[src/rtl/fpm_pkg.sv]
package fpm_pkg;

    typedef enum logic [2:0] {
        ST_IDLE = 3'd0,
        ST_SUM  = 3'd1,
        ST_BIAS = 3'd2,
        ST_CHK  = 3'd3,
        ST_MUL  = 3'd4,
        ST_NORM = 3'd5,
        ST_RND  = 3'd6
    } fpm_state_t;

endpackage

[src/rtl/fpm_unpack.sv]
module fpm_unpack #(
    parameter int EXP_W  = 8,
    parameter int FRAC_W = 23,
    localparam int W     = 1 + EXP_W + FRAC_W
) (
    input  logic [W-1:0]      word,
    output logic              sgn,
    output logic [EXP_W-1:0]  expo,
    output logic [FRAC_W:0]   sig,
    output logic              is_zero,
    output logic              is_inf,
    output logic              is_nan
);
    logic [FRAC_W-1:0] frac;
    logic              exp_max;

    always_comb begin
        sgn     = word[W-1];
        expo    = word[W-2 -: EXP_W];
        frac    = word[FRAC_W-1:0];
        exp_max = &expo;
        // exponent field 0 is treated as zero; subnormal fractions are flushed
        is_zero = (expo == '0);
        is_inf  = exp_max && (frac == '0);
        is_nan  = exp_max && (frac != '0);
        sig     = {1'b1, frac};
    end

endmodule

[src/rtl/fpm_exp_adder.sv]
module fpm_exp_adder #(
    parameter int EW = 10
) (
    input  logic [EW-1:0] a,
    input  logic [EW-1:0] b,
    input  logic          sub,
    output logic [EW-1:0] y
);
    always_comb begin
        if (sub) y = a - b;
        else     y = a + b;
    end

endmodule

[src/rtl/fpm_norm_round.sv]
module fpm_norm_round #(
    parameter int FRAC_W = 23,
    localparam int SW    = FRAC_W + 1,
    localparam int PW    = 2 * SW
) (
    input  logic [PW-1:0]     prod,
    output logic              hi,
    output logic [FRAC_W-1:0] frac,
    output logic              carry
);
    logic [FRAC_W-1:0] keep;
    logic              guard;
    logic              sticky;
    logic              up;
    logic [FRAC_W:0]   sum;

    always_comb begin
        hi = prod[PW-1];
        if (hi) begin
            keep   = prod[PW-2 -: FRAC_W];
            guard  = prod[PW-2-FRAC_W];
            sticky = |prod[PW-3-FRAC_W:0];
        end else begin
            keep   = prod[PW-3 -: FRAC_W];
            guard  = prod[PW-3-FRAC_W];
            sticky = |prod[PW-4-FRAC_W:0];
        end
        // nearest, ties to even
        up    = guard && (sticky || keep[0]);
        sum   = {1'b0, keep} + {{FRAC_W{1'b0}}, up};
        carry = sum[FRAC_W];
        frac  = sum[FRAC_W-1:0];
    end

endmodule

[src/rtl/fp_mul_unit.sv]
module fp_mul_unit
    import fpm_pkg::*;
#(
    parameter int EXP_W  = 8,
    parameter int FRAC_W = 23,
    localparam int W     = 1 + EXP_W + FRAC_W,
    localparam int SW    = FRAC_W + 1,
    localparam int PW    = 2 * SW,
    localparam int EW    = EXP_W + 2
) (
    input  logic         clk,
    input  logic         rst,
    input  logic         load,
    input  logic [W-1:0] op_a,
    input  logic [W-1:0] op_b,
    output logic [W-1:0] product,
    output logic         done,
    output logic         overflow,
    output logic         underflow
);
    localparam logic [EW-1:0] BIAS_V  = EW'((1 << (EXP_W - 1)) - 1);
    localparam logic [EW-1:0] MAXE_V  = EW'((1 << EXP_W) - 2);
    localparam logic [EW-1:0] ONE_V   = EW'(1);
    localparam logic [W-2:0]  INF_MAG = {{EXP_W{1'b1}}, {FRAC_W{1'b0}}};
    localparam logic [W-1:0]  QNAN    = {1'b0, {EXP_W{1'b1}}, 1'b1, {(FRAC_W-1){1'b0}}};

    typedef struct packed {
        fpm_state_t        st;
        logic [W-1:0]      a;
        logic [W-1:0]      b;
        logic              sgn;
        logic [EW-1:0]     expv;
        logic [PW-1:0]     prod;
        logic [FRAC_W-1:0] frac;
        logic              rcar;
        logic [W-1:0]      res;
        logic              done;
        logic              ovf;
        logic              udf;
    } regs_t;

    regs_t r_q, r_d;

    // operand unpack, one instance per captured operand
    logic [W-1:0]      opw   [2];
    logic              u_sgn [2];
    logic [EXP_W-1:0]  u_exp [2];
    logic [FRAC_W:0]   u_sig [2];
    logic              u_zer [2];
    logic              u_inf [2];
    logic              u_nan [2];

    assign opw[0] = r_q.a;
    assign opw[1] = r_q.b;

    for (genvar gi = 0; gi < 2; gi++) begin : g_unp
        fpm_unpack #(.EXP_W(EXP_W), .FRAC_W(FRAC_W)) u_unp (
            .word    (opw[gi]),
            .sgn     (u_sgn[gi]),
            .expo    (u_exp[gi]),
            .sig     (u_sig[gi]),
            .is_zero (u_zer[gi]),
            .is_inf  (u_inf[gi]),
            .is_nan  (u_nan[gi])
        );
    end

    // single shared exponent adder
    logic [EW-1:0] add_a, add_b, add_y;
    logic          add_sub;

    fpm_exp_adder #(.EW(EW)) u_add (
        .a   (add_a),
        .b   (add_b),
        .sub (add_sub),
        .y   (add_y)
    );

    // normalization and rounding of the stored product
    logic              nr_hi;
    logic [FRAC_W-1:0] nr_frac;
    logic              nr_carry;

    fpm_norm_round #(.FRAC_W(FRAC_W)) u_nr (
        .prod  (r_q.prod),
        .hi    (nr_hi),
        .frac  (nr_frac),
        .carry (nr_carry)
    );

    logic s_x;

    always_comb begin
        r_d     = r_q;
        r_d.done = 1'b0;
        add_a   = '0;
        add_b   = '0;
        add_sub = 1'b0;
        s_x     = u_sgn[0] ^ u_sgn[1];

        case (r_q.st)
            ST_IDLE: begin
                if (load) begin
                    r_d.a  = op_a;
                    r_d.b  = op_b;
                    r_d.st = ST_SUM;
                end
            end

            ST_SUM: begin
                r_d.sgn = s_x;
                add_a   = {2'b00, u_exp[0]};
                add_b   = {2'b00, u_exp[1]};
                if (u_nan[0] || u_nan[1] || (u_zer[0] && u_inf[1]) || (u_inf[0] && u_zer[1])) begin
                    r_d.res  = QNAN;
                    r_d.ovf  = 1'b0;
                    r_d.udf  = 1'b0;
                    r_d.done = 1'b1;
                    r_d.st   = ST_IDLE;
                end else if (u_inf[0] || u_inf[1]) begin
                    r_d.res  = {s_x, INF_MAG};
                    r_d.ovf  = 1'b0;
                    r_d.udf  = 1'b0;
                    r_d.done = 1'b1;
                    r_d.st   = ST_IDLE;
                end else if (u_zer[0] || u_zer[1]) begin
                    r_d.res  = {s_x, {(W-1){1'b0}}};
                    r_d.ovf  = 1'b0;
                    r_d.udf  = 1'b0;
                    r_d.done = 1'b1;
                    r_d.st   = ST_IDLE;
                end else begin
                    r_d.expv = add_y;
                    r_d.st   = ST_BIAS;
                end
            end

            ST_BIAS: begin
                add_a    = r_q.expv;
                add_b    = BIAS_V;
                add_sub  = 1'b1;
                r_d.expv = add_y;
                r_d.st   = ST_CHK;
            end

            ST_CHK: begin
                if ($signed(r_q.expv) > $signed(MAXE_V)) begin
                    r_d.res  = {r_q.sgn, INF_MAG};
                    r_d.ovf  = 1'b1;
                    r_d.udf  = 1'b0;
                    r_d.done = 1'b1;
                    r_d.st   = ST_IDLE;
                end else if ($signed(r_q.expv) < $signed(ONE_V)) begin
                    r_d.res  = {r_q.sgn, {(W-1){1'b0}}};
                    r_d.ovf  = 1'b0;
                    r_d.udf  = 1'b1;
                    r_d.done = 1'b1;
                    r_d.st   = ST_IDLE;
                end else begin
                    r_d.st = ST_MUL;
                end
            end

            ST_MUL: begin
                r_d.prod = PW'(u_sig[0]) * PW'(u_sig[1]);
                r_d.st   = ST_NORM;
            end

            ST_NORM: begin
                add_a    = r_q.expv;
                add_b    = {{(EW-1){1'b0}}, nr_hi};
                r_d.expv = add_y;
                r_d.frac = nr_frac;
                r_d.rcar = nr_carry;
                r_d.st   = ST_RND;
            end

            ST_RND: begin
                add_a    = r_q.expv;
                add_b    = {{(EW-1){1'b0}}, r_q.rcar};
                r_d.done = 1'b1;
                r_d.st   = ST_IDLE;
                if ($signed(add_y) > $signed(MAXE_V)) begin
                    r_d.res = {r_q.sgn, INF_MAG};
                    r_d.ovf = 1'b1;
                    r_d.udf = 1'b0;
                end else begin
                    r_d.res = {r_q.sgn, add_y[EXP_W-1:0], r_q.frac};
                    r_d.ovf = 1'b0;
                    r_d.udf = 1'b0;
                end
            end

            default: begin
                r_d.st = ST_IDLE;
            end
        endcase
    end

    always_ff @(posedge clk) begin
        if (rst) r_q <= '0;
        else     r_q <= r_d;
    end

    assign product   = r_q.res;
    assign done      = r_q.done;
    assign overflow  = r_q.ovf;
    assign underflow = r_q.udf;

endmodule

[config.mk]
export PLATFORM = sky130hd
export DESIGN_NAME = fp_mul_unit
export DESIGN_NICKNAME = d
export VERILOG_FILES = /design/src/rtl/fpm_pkg.sv /design/src/rtl/fpm_unpack.sv /design/src/rtl/fpm_exp_adder.sv /design/src/rtl/fpm_norm_round.sv /design/src/rtl/fp_mul_unit.sv
export SDC_FILE = /design/constraint.sdc
export NUM_CORES = 2
export LEC_CHECK = 0
export BUFFER_PORTS_ARGS = -buffer_cell sky130_fd_sc_hd__buf_2
export CORE_MARGIN = 2
export CORE_UTILIZATION = 65
export CTS_BUF_LIST = sky130_fd_sc_hd__clkbuf_4
export DETAILED_ROUTE_END_ITERATION = 10
export PLACE_DENSITY = 0.83
export REMOVE_ABC_BUFFERS = 1
export SYNTH_ARGS = -nofsm -noshare
export SYNTH_HDL_FRONTEND = slang
export SYNTH_HIERARCHICAL = 1
export SYNTH_SLANG_ARGS = --single-unit
[constraint.sdc]
create_clock -name clk -period 17.9 [get_ports clk]
set_clock_uncertainty 0.05 [all_clocks]
set_input_delay 1.79 -clock clk [delete_from_list [all_inputs] [get_ports clk]]
set_output_delay 1.79 -clock clk [all_outputs]
set_load 0.01 [all_outputs]
Yosys cells after proc, flatten, opt, wreduce, memory -nomap -nowiden
Index checks and enable logic that the tools add are counted.
{"block": "totals", "n_memories": 0, "rom_bits": 0, "ff_bits": 185, "out_inout_bits": 35, "inputBits": 67, "word_cells": 89, "latchBits": 0, "mem_bits_rw": 0}
{"block": "classes", "magnitude_cmp": 3, "addsub": 3, "bitwise": 1, "n_reduce_logical": 31, "n_div": 0, "eq_ne": 12, "n_shift": 0, "mul": 1, "mux": 26}
{"op": "$mux W35", "n": 5}
{"op": "$pmux W35 S3", "n": 1}
{"op": "$mux W67", "n": 1}
{"op": "$mul A24 B24 Y48", "n": 1}
{"op": "$logic_not A23 Y1", "n": 2}
{"op": "$reduce_bool A23 Y1", "n": 2}
{"op": "$mux W10", "n": 4}
{"op": "$pmux W10 S2", "n": 2}
{"op": "$pmux W8 S4", "n": 1}
{"op": "$mux W31", "n": 1}
{"op": "$add A23 B1 Y24", "n": 1}
{"op": "$mux W23", "n": 1}
{"op": "$reduce_or A23 Y1", "n": 1}
{"op": "$reduce_or A22 Y1", "n": 1}
{"op": "$gt A10 B9 Y1 const B", "n": 2}
{"op": "$pmux W3 S6", "n": 1}
{"op": "$logic_not A8 Y1", "n": 2}
{"op": "$reduce_and A8 Y1", "n": 2}
{"op": "$mux W3", "n": 4}
{"op": "$add A10 B8 Y10", "n": 1}
{"op": "$lt A10 B2 Y1 const B", "n": 1}
{"op": "$sub A10 B8 Y10", "n": 1}
{"op": "$eq A3 B3 Y1 const B", "n": 3}
{"op": "$ne A2 B2 Y1 const B", "n": 4}
{"op": "other kinds (17)", "n": 32}

Depth between registers and ports, before layout
{"block": "logic_depth", "word_depth": 9, "depth_mapped": 28, "ltp_nobuf": 25}

Modules after synthesis
Netlist, hierarchy kept.
{"module": "fp_mul_unit", "seq_area_each_um2": 3703.6, "area_each_um2": 26314.0, "cells_per_inst": 3082, "instances": 1}
{"module": "fpm_norm_round", "seq_area_each_um2": 0.0, "area_each_um2": 1119.8, "cells_per_inst": 159, "instances": 1}
{"module": "fpm_unpack", "seq_area_each_um2": 0.0, "area_each_um2": 350.3, "cells_per_inst": 50, "instances": 2}
{"module": "fpm_exp_adder", "seq_area_each_um2": 0.0, "area_each_um2": 585.6, "cells_per_inst": 81, "instances": 1}

Worst setup path after synthesis
Ideal clock, no wire load.
{"block": "synth_timing", "kind": "register -> register", "from": "reg r_q (netlist bit opw[3])", "to": "reg r_q[99] in the netlist's numbering", "stages_incl_launch_ff": 27, "synth_period_minus_slack_ns": 6.485, "setup_slack_ns": 11.415, "n_path_buf": 3, "t_required_ns": 17.730, "setup_time_ns": 0.120, "arrival_ns": 6.315, "path_cell_list": "dfxtp_1 -> buf_4 -> clkbuf_1 -> nand2_1 -> fa_1 -> inv_1 -> fa_1 -> inv_1 -> fa_1 -> inv_1 -> fa_1 -> inv_1 -> fa_1 -> inv_1 -> fa_1 -> inv_1 -> fa_1 -> inv_1 -> ha_1 -> buf_2 -> nand4_1 -> o21ai_0 -> o21ai_2 -> o311a_1 -> o21ai_2 -> a31oi_1 -> a211o_1"}
{"block": "synth_via", "elab_chain_cells": 1}
{"item": "from (decl)", "line_no": "fp_mul_unit.sv:42", "rtl": "regs_t r_q, r_d;"}
{"item": "from (signal assigned)", "line_no": "fp_mul_unit.sv:202", "rtl": "else r_q <= r_d;"}
{"item": "$mul A24 B24 Y48", "line_no": "fp_mul_unit.sv:165", "rtl": "r_d.prod = PW'(u_sig[0]) * PW'(u_sig[1]);"}
Every way passes these cells.
A chain may end at the register's enable or synchronous reset.

Worst setup path in the final report
{"block": "layout_timing", "from": "reg r_q (netlist bit opw[43])", "to": "reg r_q[103] in the netlist's numbering"}
Same word-level chain as after synthesis.

==> out/qor.csv <==
stage,metric,value,unit
synth,synth_area,28700,um^2
worst_setup_path,r2r_cells,24,
pwr,ir_drop,0.0535,mV
worst_setup_path,regToRegStartpoint,opw[43],
clock_network,cts.sinks,185,
timing,fin_tns_setup,0,ns
pwr,switching_share,0.470,
die,die_w,214,um
timing,timing.final.crit_share,0.438,
clock_network,cts_hold_buf,0,
final_layout,syn_to_final_growth,1.12,%
final_layout,final_area,29000,um^2
clock_network,clk_path_buf_depth,2,
timing,hold_violations,0,
grt,grtUsageMet1,0.427,
pwr,p_sw,666,uW
die,dieArea,45900,um^2
grt,antenna_found_initial,3,
timing,slew_viol_final,0,
synth,yosys.area.top_type_share,0.337,
drt,drtAntennaViolNets,0,
grt,use_met2,0.580,
clock_network,cts_setup_buffers,0,
die,boundaryPins,102,
worst_setup_path,end_kind,flop,
die,initial_core_util,0.654,
synth,yosys.area.top_type,fa_1,
synth,synth-seq-cells,185,
place,routabilityCongestion,0.965,
worst_setup_path,start_kind,flop,
worst_setup_path,critPathKind,flop to flop,
drt,drt_wl_total,75800,um
place,port-buffer-count,101,
place,dpl-instance-area,28700,um^2
clock_network,cts_tree,yes,
drt,first_iter_violations,1785,
synth,synth_flop_cell,dfxtp_1,
grt,gr-usage-all-layers,0.343,
worst_setup_path,r2r-end,r_q[103],
grt,use_met3,0.0539,
drt,vias_per_cell,5.87,
worst_setup_path,setup.worst_path.start,opw[43],
timing,whs,0.414,ns
worst_hold_path,holdPathEnd,r_q[69],
grt,grt_pass1_wl,125000,um
final_layout,fin_util,0.661,
final_layout,fin_cells,3901,
synth,synthTopCellsByArea,"fa_1 34%, dfxtp_1 13%, ha_1 8.1%",
drt,dr.pass1.iters,7,
clock_network,cts-resized-gates,0,
drt,via_count,22900,
flow_run,maxCapViolCount,0,
worst_setup_path,worst-r2r-setup-slack,10.07,ns
synth,synth_area_per_cell,8.39,um^2
grt,grt.busiest_layer,met2,
grt,grt_pass1_vias,24600,
worst_hold_path,worstHoldStart,r_q[69],
synth,synth_enable_flop_cells,0,
worst_setup_path,worst-path-max-fanout,26,
worst_hold_path,hold_depth,2,
pwr,p_int,752,uW
drt,drc,0,
final_layout,nets,4029,
timing,worst_pin_slew,1.35,ns
synth,synth.distinct_cells,85,
worst_setup_path,required,18.46,ns
pwr,seq_power_share,0.340,
clock_network,cts_root_buf,clkbuf_4,
worst_hold_path,min_path_type,flop to flop,
clock_network,clk_pin_slew,0.22,ns
clock_network,worstSkewPairLatency,0.73,ns
final_layout,layout-drive-gt1-share,0.0647,
pwr,power_density,48.8,nW/um^2
synth,yosysWarnings,6,
outcome,outcome,finished clean,
die,placementRows,77,
pwr,p_leak,0.0137,uW
synth,synth-async-reset-ratio,0,
die,core,43900,um^2
timing,setup_viol,0,
synth,synth_seq_area_share,0.129,
die,die_y,214,um
timing,fmax,128,MHz
timing,rsz0062_at_grt,false,
clock_network,htreeDepth,4,
synth,synthCells,3422,
pwr,clockPowerShare,0.180,
pwr,combinationalPowerShare,0.480,
place,dp.cells,3866,
timing,relSlewSlack,0.102,
grt,grt-ovfl-total,0,
grt,grt_max_degree,112,
place,hpwl,56400,um
clock_network,cts_buffers,17,
drt,post_drt_wl_per_cell,19.4,um
worst_setup_path,critPathArrivalTime,8.39,ns
timing,fin_crit,7.83,ns
-- area by class of cell --
class	instances	area, um^2
tap	592	741
inverter	576	2160
sequential	185	3700
timing repair buffer	140	812
clock buffer	17	128
multi-input combinational	2374	21300
antenna	2	5.00
clock inverter	15	159
fill	3640	14900
-- synth_stat cells (7+ instances only) --
cell and count:
and2_1 306, nor2b_1 13, fa_1 483, a22oi_1 23
dfxtp_1 185, inv_1 576, a31oi_1 11, o21bai_1 11
nor4_1 24, nor2_1 98, nand4_1 30, a21oi_1 190
nand2b_1 7, clkbuf_1 161, mux2_2 7, o211ai_1 7
a21o_1 29, xor2_1 33, nor3_1 18, ha_1 185
buf_2 16, and3_1 10, xnor2_1 52, o21ai_0 58
buf_4 102, a211oi_1 10, mux2i_1 40, a221oi_1 9
nand3_1 26, nand2_1 589
-- critical path: stages (launching register included) --
cell and delay [ns]:
dfxtp_1 1.27, nand2_1 0.16, fa_1 0.55, inv_1 0.05, fa_1 0.48, inv_1 0.06
fa_1 0.54, inv_1 0.05, fa_1 0.50, inv_1 0.06, fa_1 0.54, inv_1 0.05
fa_1 0.48, inv_1 0.05, fa_1 0.48, inv_1 0.04, ha_1 0.41, nand4_1 0.15
o21ai_0 0.24, o21ai_2 0.15, o311ai_1 0.63, nand2_1 0.13, a31oi_1 0.25, xnor2_1 0.11
a211oi_2 0.22
-- cells in the final DEF, fill, tap and decap left out, types with 11 or more instances in the layout --
cell type / synthesis / final
a22oi_1: 23 / 23
o21bai_1: 11 / 11
nand4_1: 30 / 30
ha_1: 185 / 185
nand2_1: 589 / 589
nand3_1: 26 / 26
xor2_1: 33 / 33
a21o_1: 29 / 29
a21oi_1: 190 / 190
nor2b_1: 13 / 13
mux2i_1: 40 / 40
buf_2: 16 / 100
nor2_1: 98 / 98
buf_4: 102 / 38
dfxtp_1: 185 / 184
nor4_1: 24 / 24
nor3_1: 18 / 18
clkbuf_4: 0 / 17
o21ai_0: 58 / 58
inv_1: 576 / 576
and2_1: 306 / 306
xnor2_1: 52 / 52
fa_1: 483 / 483
a31oi_1: 11 / 11
-- cells by family after synthesis --
logic type      share of synthesized area
compound gates                     0.0873
buf+inv                             0.129
flops                               0.129
mux                                0.0167
simple gates                        0.195
other cells                      0.000392
fa+ha+maj                           0.417
xor+xnor                           0.0259
-- power groups by stage --
stage               clock network, uW  registers (uW)  logic, uW
floorplan                           0             480        443
global placement                    0             487        652
detailed placement                  0             489        666
CTS                               262             480        671
global route                      275             485        760
finish                            255             483        681
-- registers in the layout, indices dropped and copies added, names as in the netlist --
name,cells
product,32
done,1
overflow,1
r_q,86
underflow,1
opw,64
-- per-stage QoR --
stage          power, uW  setup WS [ns]
5_1_grt             1520           9.78
4_1_cts             1410          10.30
2_1_floorplan        923          10.94
3_5_place_dp        1150          10.34
6_report            1420          10.07
3_3_place_gp        1140          10.37
-- worst max-delay path by stage --
stage / endpoint / slack, ns / cells after the start
floorplan: opw[0] / 10.94 / 3
global placement: r_q[91] / 10.37 / 22
detailed placement: r_q[103] / 10.34 / 23
CTS: r_q[103] / 10.30 / 23
global route: r_q[103] / 9.78 / 23
finish: r_q[103] / 10.07 / 24
-- metal layers --
metal,routed length [um],share of wire
met1,28700,0.38
met5,0,0
met4,3850,0.051
met2,36800,0.49
met3,6380,0.084
Power figures use the tool's default switching activity.
